<file path="config.mk">
export PLATFORM = sky130hd
export DESIGN_NAME = pfd_pump_ctrl
export DESIGN_NICKNAME = d
export VERILOG_FILES = /design/src/rtl/pfd_pkg.sv /design/src/rtl/pfd_core.sv /design/src/rtl/pd_sequencer.sv /design/src/rtl/pump_drive.sv /design/src/rtl/pfd_pump_ctrl.sv
export SDC_FILE = /design/constraint.sdc
export NUM_CORES = 1
export LEC_CHECK = 0
export ABC_AREA = 1
export BUFFER_PORTS_ARGS = -buffer_cell sky130_fd_sc_hd__buf_2
export CAP_MARGIN = 20
export CORE_AREA = 2 2 39 41
export DETAILED_ROUTE_END_ITERATION = 12
export DIE_AREA = 0 0 41 43
export PLACE_DENSITY = 0.56
export SYNTH_ARGS = -nofsm -noshare
export SYNTH_HDL_FRONTEND = slang
export SYNTH_SLANG_ARGS = --single-unit
</file>
<file path="constraint.sdc">
create_clock -name clk -period 0.9 [get_ports clk]
set_input_delay 0.09 -clock clk [delete_from_list [all_inputs] [get_ports clk]]
set_output_delay 0.09 -clock clk [all_outputs]
set_load 0.02 [all_outputs]
</file>
<file path="src/rtl/pfd_pkg.sv">
// Shared types for the phase-frequency detector control block.
package pfd_pkg;
    // Power-down sequencer states.
    typedef enum logic [1:0] {
        SEQ_RUN   = 2'd0,   // normal operation
        SEQ_DRAIN = 2'd1,   // waiting for the running pulse to end
        SEQ_TRI   = 2'd2,   // pump three-stated, section still up
        SEQ_OFF   = 2'd3    // section powered down
    } seq_state_t;
endpackage

</file>
<file path="src/rtl/pfd_core.sv">
// Edge-triggered phase-frequency detector.
// Each divided input is a level; its rising edge, seen at a clock edge, sets
// a flag. When both flags are set, both clear at the next edge.
// Assumes inputs are already synchronous to clk.
module pfd_core (
    input  logic clk,
    input  logic rst_n,
    input  logic ref_in,
    input  logic vco_in,
    input  logic block_new,   // no new pulse may start
    input  logic hold,        // force both flags clear
    output logic up_q,
    output logic dn_q
);
    logic ref_d, vco_d;
    logic ref_rise, vco_rise;
    logic pair_clr;
    logic set_up, set_dn;

    assign ref_rise = ref_in & ~ref_d;
    assign vco_rise = vco_in & ~vco_d;
    assign pair_clr = up_q & dn_q;
    // a blocked edge may only finish a pulse the other flag opened
    assign set_up   = ref_rise & (~block_new | dn_q);
    assign set_dn   = vco_rise & (~block_new | up_q);

    // Delay registers for edge detection.
    always_ff @(posedge clk) begin
        if (!rst_n) begin
            ref_d <= 1'b0;
            vco_d <= 1'b0;
        end else begin
            ref_d <= ref_in;
            vco_d <= vco_in;
        end
    end

    // The UP/DOWN flag pair with its shared clear.
    always_ff @(posedge clk) begin
        if (!rst_n || hold || pair_clr) begin
            up_q <= 1'b0;
            dn_q <= 1'b0;
        end else begin
            up_q <= up_q | set_up;
            dn_q <= dn_q | set_dn;
        end
    end

    a_r2_pair_clears: assert property (@(posedge clk) disable iff (!rst_n)
        (up_q && dn_q) |=> (!up_q && !dn_q));
    a_r11_hold_clears: assert property (@(posedge clk) disable iff (!rst_n)
        hold |=> (!up_q && !dn_q));
    a_r1_up_sets: assert property (@(posedge clk) disable iff (!rst_n)
        (ref_in && !ref_d && !block_new && !hold && !(up_q && dn_q)) |=> up_q);
endmodule

</file>
<file path="src/rtl/pd_sequencer.sv">
// Power-down sequencer for one loop.
// With the pump active, shutdown drains the running pulse, three-states the
// pump for one cycle, then marks the section off. With the pump already
// three-stated, the section goes off at once. Clearing the request restores
// operation in the same cycle.
module pd_sequencer
    import pfd_pkg::*;
(
    input  logic clk,
    input  logic rst_n,
    input  logic pd_req,
    input  logic tri_cfg,
    input  logic pfd_busy,
    output logic tri_seq,
    output logic section_off
);
    seq_state_t st, st_nxt;

    // Next-state choice.
    always_comb begin
        st_nxt = st;
        if (!pd_req) begin
            st_nxt = SEQ_RUN;
        end else begin
            case (st)
                SEQ_RUN:   st_nxt = tri_cfg ? SEQ_OFF : SEQ_DRAIN;
                SEQ_DRAIN: begin
                    if (tri_cfg)       st_nxt = SEQ_OFF;
                    else if (!pfd_busy) st_nxt = SEQ_TRI;
                end
                SEQ_TRI:   st_nxt = SEQ_OFF;
                default:   st_nxt = SEQ_OFF;
            endcase
        end
    end

    // State register.
    always_ff @(posedge clk) begin
        if (!rst_n) st <= SEQ_RUN;
        else        st <= st_nxt;
    end

    assign tri_seq     = pd_req & (st == SEQ_TRI);
    assign section_off = pd_req & (tri_cfg | (st == SEQ_OFF));

    a_r7_tri_then_off: assert property (@(posedge clk) disable iff (!rst_n)
        (st == SEQ_TRI && pd_req) |=> (section_off || !pd_req));
    a_r7_drain_busy_stays: assert property (@(posedge clk) disable iff (!rst_n)
        (st == SEQ_DRAIN && pd_req && !tri_cfg && pfd_busy) |=> !section_off);
endmodule

</file>
<file path="src/rtl/pump_drive.sv">
// Output stage: applies polarity, three-state gating and the current override.
// Pure combinational; assumes the flags come from pfd_core.
module pump_drive #(
    parameter int CUR_W = 3
) (
    input  logic             polarity,
    input  logic             tri_cfg,
    input  logic             tri_seq,
    input  logic             section_off,
    input  logic             up_q,
    input  logic             dn_q,
    input  logic [CUR_W-1:0] cur_cfg,
    input  logic             fastlock,
    output logic             pump_up,
    output logic             pump_dn,
    output logic             pump_en,
    output logic [CUR_W-1:0] cur_code,
    output logic             fl_sw
);
    localparam logic [CUR_W-1:0] CUR_MAX = {CUR_W{1'b1}};

    logic src, snk;

    // Polarity mapping of the flag pair onto source and sink.
    always_comb begin
        src = polarity ? up_q : dn_q;
        snk = polarity ? dn_q : up_q;
    end

    // Gate the pump and pick the effective current code.
    always_comb begin
        pump_en  = ~tri_cfg & ~tri_seq & ~section_off;
        pump_up  = pump_en & src;
        pump_dn  = pump_en & snk;
        cur_code = fastlock ? CUR_MAX : cur_cfg;
        fl_sw    = fastlock;
    end
endmodule

</file>
<file path="src/rtl/pfd_pump_ctrl.sv">
// Top of the phase-frequency detector and pump control for one loop.
// Connects the detector, the power-down sequencer and the output stage, and
// drives the shared reference oscillator enable. Assumes all inputs are
// synchronous to clk; reset is synchronous and active low.
module pfd_pump_ctrl #(
    parameter int CUR_W = 3
) (
    input  logic             clk,
    input  logic             rst_n,
    input  logic             ref_div_in,
    input  logic             vco_div_in,
    input  logic             cfg_polarity,
    input  logic             cfg_tristate,
    input  logic [CUR_W-1:0] cfg_cur_code,
    input  logic             cfg_fastlock,
    input  logic             cfg_pwrdn,
    input  logic             other_loop_off,
    output logic             pump_up,
    output logic             pump_dn,
    output logic             pump_en,
    output logic [CUR_W-1:0] cur_code,
    output logic             fastlock_sw,
    output logic             div_hold,
    output logic             section_off,
    output logic             ref_osc_en
);
    logic up_q, dn_q;
    logic tri_seq;
    logic off_i;

    pfd_core i_core (
        .clk       (clk),
        .rst_n     (rst_n),
        .ref_in    (ref_div_in),
        .vco_in    (vco_div_in),
        .block_new (cfg_pwrdn),
        .hold      (off_i),
        .up_q      (up_q),
        .dn_q      (dn_q)
    );

    pd_sequencer i_seq (
        .clk         (clk),
        .rst_n       (rst_n),
        .pd_req      (cfg_pwrdn),
        .tri_cfg     (cfg_tristate),
        .pfd_busy    (up_q | dn_q),
        .tri_seq     (tri_seq),
        .section_off (off_i)
    );

    pump_drive #(.CUR_W(CUR_W)) i_drive (
        .polarity    (cfg_polarity),
        .tri_cfg     (cfg_tristate),
        .tri_seq     (tri_seq),
        .section_off (off_i),
        .up_q        (up_q),
        .dn_q        (dn_q),
        .cur_cfg     (cfg_cur_code),
        .fastlock    (cfg_fastlock),
        .pump_up     (pump_up),
        .pump_dn     (pump_dn),
        .pump_en     (pump_en),
        .cur_code    (cur_code),
        .fl_sw       (fastlock_sw)
    );

    // Section status, divider hold and the shared oscillator enable.
    always_comb begin
        section_off = off_i;
        div_hold    = off_i;
        ref_osc_en  = ~(off_i & other_loop_off);
    end

    a_r4_tristate_quiet: assert property (@(posedge clk) disable iff (!rst_n)
        cfg_tristate |-> (!pump_up && !pump_dn && !pump_en));
    a_r6_fastlock_max: assert property (@(posedge clk) disable iff (!rst_n)
        cfg_fastlock |-> (cur_code == {CUR_W{1'b1}} && fastlock_sw));
    a_r11_off_no_pulse: assert property (@(posedge clk) disable iff (!rst_n)
        section_off |-> (!pump_up && !pump_dn));
endmodule

</file>
==> flow_summary.ini, run 1 <==
[synthesis]
syn_area_um2 = 323
synth_warnings = 0
syn_inst = 50
synth_top_area_frac = 0.372
yosysTopAreaCell = dfxtp_1
netlist_top_cells_area = dfxtp_1 37%, nand2_1 16%, inv_1 8.1%
yosysUniqueCellTypes = 13
synth.avg_cell_area_um2 = 6.46
ys_seq_area_frac = 0.372
ys_ff_latch = 6
synth_nets = 62

[drt]
route.detailed.wl_per_inst_um = 8.48
drt_first_pass_iters = 2
drt_iter0_markers = 2
ant_nets = 0
drt_wl_total_um = 814
post_drt_via_cell_ratio = 4.20
vias = 403
drc = 0

[power_and_ir_drop]
power.share.sequential = 0.390
net-switching-power_uw = 210
pwr-share-clk = 0.315
comb_power_share = 0.295
cellInternalPower_uw = 542
switching_share = 0.279
vdd_drop_max_uv = 592
powerDensity_nw_per_um2 = 1300
leakagePower_nw = 0.324

[setup_path]
slowest_stage = dfxtp_2
path_delay_family = flip-flops
path_cells = inv_2, nand2_1, o21ai_1, nor2_2, buf_6
worstPathRequired_ns = 0.81
r2r_slack_ns = -0.12
critPathCaptureType = output port
crit_fanout = 3
arrival_ns = 0.96
cp-start-kind = flop
worst-path-buf-inv = 2
critical_path_class = reg -> out
slowest_delay_ns = 0.34

[global_route]
grt_max_degree = 6
grt_use_met1 = 0.114
grt_use_met2 = 0.134
grt_pass1_wl_um = 1120
grt_usage = 0.0997
gr-total-overflow = 0
grt_busiest_layer = met2
met3_usage = 0.0314
grt_pass1_vias = 304
grt_antenna_before_repair = 0

[place]
place_congestion = 0.701
place_area_um2 = 460
io_buffers = 21
dp_hpwl_um = 575
dp_slack_ns = 0.0346
dp_cells = 88

[floorplan]
start_util = 0.233
rows = 14
die_x_um = 41
core-area_um2 = 1380
io_pins = 22
die_h_um = 43
dieArea_um2 = 1760

[sta]
setup_viol = 8
setup_ws_ns = -0.153
slew_violations = 0
fin_setup_tns_ns = -1.01
rsz0062_at_grt = true
slew_headroom = 0.891
fin_crit_sh = 1.17
final.min_clock_period_ns = 1.05
fmax_mhz = 949
fin_skew_ns = 0.00255
worst_slew_pin_slew_ns = 0.162
finalHoldViolCount = 0

[clock_tree]
cts_num_sinks = 6
cts_tree = built
clock_path_buffers = 2
htree_levels = 1
clock-root-buffer = clkbuf_4
clkLatencyLatePin_ns = 0.24
cts_made_buffers = 3
clk_pin_slew_worst_paths_ns = 0.04

[outcome]
status = finished, violations left
violations = setup timing

[finish]
final_util = 0.420
drive_above_1_share = 0.625
finalNonFillerCells = 96
syn2layout_area_growth_pct = 79.8
fin_area_um2 = 581
diodes = 0
nNetsFinal = 94

[run]
maxCapViolations = 0

[hold_path]
hold_path_class = in -> reg
[path summary, 6_finish.rpt]
| path | startpoint | cells after the start | end |
|---|---|---|---|
| worst max-delay path | i_core.up_q$_SDFF_PP0_ | 5 | pump_up |
| worst min-delay path | ref_div_in | 3 | i_core.ref_d$_SDFF_PN0_ |
| worst max register to register | i_seq.st[1]$_SDFFE_PN0P_ | 8 | i_core.dn_q$_SDFF_PP0_ |
| worst min register to register | i_core.ref_d$_SDFF_PN0_ | 3 | i_core.up_q$_SDFF_PP0_ |
[power groups by stage]
stage	Combinational [mW]	Sequential (mW)	Clock (mW)
2_1_floorplan	0.103	0.295	0
3_3_place_gp	0.167	0.296	0
3_5_place_dp	0.169	0.296	0
4_1_cts	0.210	0.293	0.257
5_1_grt	0.247	0.295	0.274
6_report	0.222	0.293	0.237
[sequential cells by signal, indices dropped and copies added, names as in the netlist]
register and flops:
i_core.vco_d 1, i_core.dn_q 1, i_core.up_q 1, i_seq.st 2, i_core.ref_d 1
[timing repair]
item	CTS	global route
resized for setup	19	4
pin swaps	6	5
setup endpoints to repair	6	10
hold buffers	0	0
setup buffers	5	2
[routing by layer]
| layer | vias to the layer above | wire length (um) |
|---|---|---|
| met2 | 19 | 412 |
| met5 | - | 0 |
| li1 | 210 | - |
| met4 | 0 | 0 |
| met1 | 174 | 315 |
| met3 | 0 | 86 |
[worst register-to-register path: cells and delay by family, from the launching register on]
family,cells,cell delay (ns)
flip-flops,1,0.32
buffers and inverters,3,0.34
AND/OR/NAND/NOR,5,0.26
[area by class of cell]
cell class / instances / area (um2)
fill: 150 / 803
timing repair buffer: 29 / 198
multi-input combinational: 32 / 178
sequential: 6 / 125
inverter: 10 / 37.5
clock buffer: 3 / 22.5
tap: 16 / 20.0
[placed cells by master (no fill, tap or decap), types with 2 or more instances in the layout]
cell / instances
nor2_2: 2
nand2_2: 3
o21ai_1: 2
inv_1: 5
dfxtp_2: 4
inv_2: 5
buf_4: 6
or2_1: 2
dfxtp_1: 2
nor2_1: 4
a21oi_1: 3
buf_6: 6
clkbuf_4: 3
buf_2: 17
nand2_1: 10
[stage by stage]
step / hold slack [ns] / power [mW]
final: 0.0496 / 0.752
after detailed placement: 0.293 / 0.465
after CTS: 0.0347 / 0.759
after global placement: 0.286 / 0.463
after floorplan: 0.183 / 0.399
after global routing: 0.0561 / 0.816
[kinds of logic after synthesis]
family	count (synthesis)	share of synthesized area
simple gates	25	0.337
flops	6	0.372
buf+inv	12	0.163
compound gates	7	0.128
[Yosys cell counts]
master,instances
o21ai_0,3
inv_1,7
a21oi_1,3
buf_4,2
inv_2,3
a21boi_2,1
nand3_1,1
nand3_2,1
nor2_1,6
nand2_1,14
dfxtp_1,6
or2_1,2
or2_2,1
Power figures use the tool's default switching activity.
==> run 2: changes to the inputs <==
--- a/config.mk
+++ b/config.mk
@@ -8,10 +8,11 @@
 export ABC_AREA = 1
 export BUFFER_PORTS_ARGS = -buffer_cell sky130_fd_sc_hd__buf_2
 export CAP_MARGIN = 20
-export CORE_AREA = 2 2 39 41
+export CORE_AREA = 4 4 41 43
 export DETAILED_ROUTE_END_ITERATION = 12
-export DIE_AREA = 0 0 41 43
+export DIE_AREA = 0 0 45 47
 export PLACE_DENSITY = 0.56
+export REMOVE_ABC_BUFFERS = 1
 export SYNTH_ARGS = -nofsm -noshare
 export SYNTH_HDL_FRONTEND = slang
 export SYNTH_SLANG_ARGS = --single-unit
==> run 2 against run 1 <==
  * The flow still finishes with violations (setup timing)
  * Clock skew decreased by 0.0010 ns
  * Sequential share of layout area barely moved
  * Clock power is essentially flat
  * Critical endpoint unchanged
==> flow_summary.ini, run 2 (synthesized netlist as in run 1, its figures left out) <==
[floorplan]
io_pins = 22
die_h_um = 47
rows = 13
core-area_um2 = 1300
die_x_um = 45
start_util = 0.248
dieArea_um2 = 2120

[drt]
drt_iter0_markers = 0
route.met2.wl_um = 388
m1WireLength_um = 325
dr_wl_met3_um = 129
vias = 388
ant_nets = 0
drt_first_pass_iters = 1
drc = 0
drt_wl_total_um = 847
dr.max_layer_used = met4
route.detailed.wl_per_inst_um = 9.11
post_drt_via_cell_ratio = 4.17

[place]
place_congestion = 0.675
dp_hpwl_um = 636
io_buffers = 21
dp_slack_ns = 0.0118
dp_cells = 86

[setup_path]
cp-start-kind = flop
worst-path-buf-inv = 1
path_cells = nand2_1, nand2_2, nor2_2, buf_6
crit_fanout = 3
worstPathRequired_ns = 0.81
slowest_stage = dfxtp_2
critPathCaptureType = output port
slowest_delay_ns = 0.32
critical_path_class = reg -> out
arrival_ns = 0.97
path_delay_family = flip-flops

[finish]
largest_reg_flops = 2
final_util = 0.445
syn2layout_area_growth_pct = 79.5
diodes = 0
regMostFlops = i_seq.st
nNetsFinal = 92
final_cell_mix = 17 x buf_2, 7 x nand2_2, 6 x inv_2, 6 x nand2_1, 6 x buf_4
finalNonFillerCells = 93
fillers = 144
final_common_cell = buf_2
drive_above_1_share = 0.705

[sta]
slew_violations = 0
finalHoldViolCount = 0
slew_headroom = 0.888
final.min_clock_period_ns = 1.06
fin_skew_ns = 0.00151
setup_viol = 6
setup_ws_ns = -0.162
worst_slew_pin_slew_ns = 0.167
rsz0062_at_grt = true
fmax_mhz = 941
fin_crit_sh = 1.18
fin_setup_tns_ns = -0.857

[clock_tree]
clock_path_buffers = 2
clk_pin_slew_worst_paths_ns = 0.04
cts_tree = built
clock-root-buffer = clkbuf_4
clkLatencyLatePin_ns = 0.24
htree_levels = 1
ctsHoldBuffers = 0
cts_num_sinks = 6
cts_made_buffers = 3

[hold_path]
hold_path_class = in -> reg

[power_and_ir_drop]
power.share.sequential = 0.388
leakagePower_nw = 0.312
switching_share = 0.290
powerDensity_nw_per_um2 = 1310
total_power_uw = 758
comb_power_share = 0.295
pwr-share-clk = 0.317
net-switching-power_uw = 220
vdd_drop_max_uv = 567
cellInternalPower_uw = 538

[global_route]
grt_antenna_before_repair = 0
grt_usage = 0.0933
grt_pass1_vias = 373
gr-total-overflow = 0
grt_pass1_wl_um = 1370
grt_max_degree = 6

[outcome]
violations = setup timing
status = finished, violations left

[run]
maxCapViolations = 0
-- run 2: path summary, 6_finish.rpt --
path	depth (start not counted)	start	endpoint	slack, ns
worst max register to register	4	i_core.up_q$_SDFF_PP0_	i_core.up_q$_SDFF_PP0_	0.05
worst max-delay path	4	i_seq.st[1]$_SDFFE_PN0P_	pump_up	-0.16
worst min register to register	3	i_core.ref_d$_SDFF_PN0_	i_core.up_q$_SDFF_PP0_	0.50
worst min-delay path	3	vco_div_in	i_core.vco_d$_SDFF_PN0_	0.05
-- run 2: routing by layer --
metal	track usage	vias up
met5	0	-
li1	-	206
met1	0.0911	159
met4	0.0702	0
met3	0.0383	2
met2	0.158	21
-- run 2: final cells by class --
cell class	instances	area [um2]	area share
Timing Repair Buffer	27	175	0.302
Clock buffer	3	22.5	0.0389
Multi-Input combinational cell	32	200	0.346
Sequential cell	6	125	0.216
Inverter	10	37.5	0.0648
Tap cell	15	18.8	0.0324
-- run 2: power by group through the flow --
stage | Clock [mW] | Sequential (mW) | Combinational (mW)
floorplan | 0 | 0.295 | 0.0893
global placement | 0 | 0.296 | 0.162
detailed placement | 0 | 0.296 | 0.163
CTS | 0.258 | 0.293 | 0.203
global route | 0.272 | 0.295 | 0.248
finish | 0.240 | 0.294 | 0.223
-- run 2: per-stage QoR --
stage               hold slack [ns]  area, um2
CTS                          0.0384        547
global placement              0.289        447
detailed placement            0.293        447
finish                       0.0477        579
global route                 0.0687        579
floorplan                     0.180        308
-- run 2: repair_timing --
action	in CTS	in global routing
setup buffers	6	0
gates resized for setup	18	14
pin swaps	5	9
endpoints found under the setup margin	6	9
gates cloned	0	0
-- run 2: tightest hold or removal path: stages --
cell	delay, ns
buf_2	0.09
nand2_1	0.04
inv_1	0.04
==> run 3: changes to the inputs <==
--- a/config.mk
+++ b/config.mk
@@ -11,8 +11,9 @@
 export CORE_AREA = 4 4 41 43
 export DETAILED_ROUTE_END_ITERATION = 12
 export DIE_AREA = 0 0 45 47
-export PLACE_DENSITY = 0.56
+export PLACE_DENSITY_LB_ADDON = 0.3
 export REMOVE_ABC_BUFFERS = 1
+export SKIP_CTS_REPAIR_TIMING = 1
 export SYNTH_ARGS = -nofsm -noshare
 export SYNTH_HDL_FRONTEND = slang
 export SYNTH_SLANG_ARGS = --single-unit
==> run 3 against run 2 <==
  * Clock power increased by 7%
  * Design area decreased by 8.2%
  * Highest routed layer unchanged
  * Clock-buffer cell count stayed put
  * The run still ends with setup timing left
==> flow_summary.ini, run 3 (synthesized netlist as in run 1, its figures left out) <==
[global_route]
grt_use_met1 = 0.0936
grt_use_met2 = 0.0932
grt_pass1_wl_um = 1120
grt_antenna_before_repair = 0
met3_usage = 0.0536
grt_pass1_vias = 280
gr-total-overflow = 0
grt_busiest_layer = met1
grt_max_degree = 6
grt_usage = 0.0815

[drt]
drt_iter0_markers = 2
route.detailed.wl_per_inst_um = 8.24
drt_first_pass_iters = 4
drc = 0
drt_wl_total_um = 750
post_drt_via_cell_ratio = 4.03
ant_nets = 0
vias = 367

[floorplan]
core-area_um2 = 1300
io_pins = 22
die_x_um = 45
start_util = 0.248
dieArea_um2 = 2120
rows = 13
die_h_um = 47

[clock_tree]
clock-root-buffer = clkbuf_4
cts_num_sinks = 6
clk_pin_slew_worst_paths_ns = 0.05
clock_path_buffers = 2
htree_levels = 1
clkLatencyLatePin_ns = 0.25
cts_made_buffers = 3
cts_tree = built

[place]
io_buffers = 21
place_congestion = 0.704
dp_hpwl_um = 574

[finish]
final_common_cell = buf_2
fillers = 149
nNetsFinal = 90
diodes = 0
final_cell_mix = 15 x buf_2, 9 x nand2_1, 6 x inv_1, 6 x nor2_1, 6 x buf_4
drive_above_1_share = 0.579
regMostFlops = i_seq.st
largest_reg_flops = 2
syn2layout_area_growth_pct = 64.7

[outcome]
violations = setup timing
status = finished, violations left

[power_and_ir_drop]
total_power_uw = 743
switching_share = 0.292
cellInternalPower_uw = 526
powerDensity_nw_per_um2 = 1400
net-switching-power_uw = 217
vdd_drop_max_uv = 778
pwr-share-clk = 0.346
comb_power_share = 0.258
power.share.sequential = 0.395
leakagePower_nw = 0.301

[sta]
finalHoldViolCount = 0
rsz0062_at_grt = true
setup_viol = 6
fin_skew_ns = 0.000672
worst_slew_pin_slew_ns = 0.152
slew_violations = 0
slew_headroom = 0.898
fmax_mhz = 906
final.min_clock_period_ns = 1.10
fin_crit_sh = 1.23
setup_ws_ns = -0.204
timing.hold.ws_ns = 0.0378

[run]
maxCapViolations = 0

[setup_path]
critical_path_class = reg -> out
critPathCaptureType = output port
arrival_ns = 1.01
worstPathRequired_ns = 0.81
cp-start-kind = flop
crit_fanout = 3

[hold_path]
hold_path_class = in -> reg
-- run 3: cell count changes in the layout (fill, tap and decap cells not counted), sizes merged --
cell	previous run	this run
buf	27	25
-- run 3: per-stage QoR --
stage | worst slack (ns) | std cells | setup TNS [ns] | util | cell area, um2
after floorplan | -0.155 | 48 | -0.166 | - | 308
after global placement | 0.0186 | 87 | 0 | 0.349 | 454
after detailed placement | 0.0218 | 87 | 0 | 0.349 | 454
after CTS | -0.253 | 90 | -1.25 | 0.366 | 477
after global routing | -0.306 | 91 | -1.55 | 0.409 | 532
final | -0.204 | 91 | -0.924 | 0.409 | 532
-- run 3: metal layers --
metal	vias up	wire, um
li1	201	-
met1	140	316
met2	24	281
met3	2	135
met4	0	17
met5	-	0
-- run 3: layout make-up --
type,count,area [um2],share of cell area
Multi-Input combinational cell,32,163,0.306
Tap cell,15,18.8,0.0353
Clock buffer,3,22.5,0.0424
Inverter,10,37.5,0.0706
Sequential cell,6,125,0.235
Timing Repair Buffer,25,165,0.311
-- run 3: power by group through the flow --
stage	Combinational (mW)	Clock [mW]	Sequential [mW]
6_report	0.192	0.257	0.294
5_1_grt	0.214	0.306	0.296
4_1_cts	0.166	0.267	0.291
3_5_place_dp	0.165	0	0.296
3_3_place_gp	0.165	0	0.295
2_1_floorplan	0.0893	0	0.295
-- run 3: worst max-delay path, cell delays in order, from the launching register on --
cell and delay, ns:
dfxtp_2 0.34, nand2_1 0.05, nand2_1 0.07, nand2_2 0.06, inv_2 0.08, nand2_2 0.05, buf_6 0.12
-- run 3: final timing paths --
kind                                                from                       end  slack, ns  depth (start not counted)
worst max-delay path            i_seq.st[1]$_SDFFE_PN0P_                ref_osc_en      -0.20                          6
worst min register to register  i_seq.st[0]$_SDFFE_PN0P_  i_seq.st[1]$_SDFFE_PN0P_       0.48                          2
worst max register to register  i_seq.st[1]$_SDFFE_PN0P_    i_core.up_q$_SDFF_PP0_       0.05                          6
worst min-delay path                          vco_div_in   i_core.vco_d$_SDFF_PN0_       0.04                          3
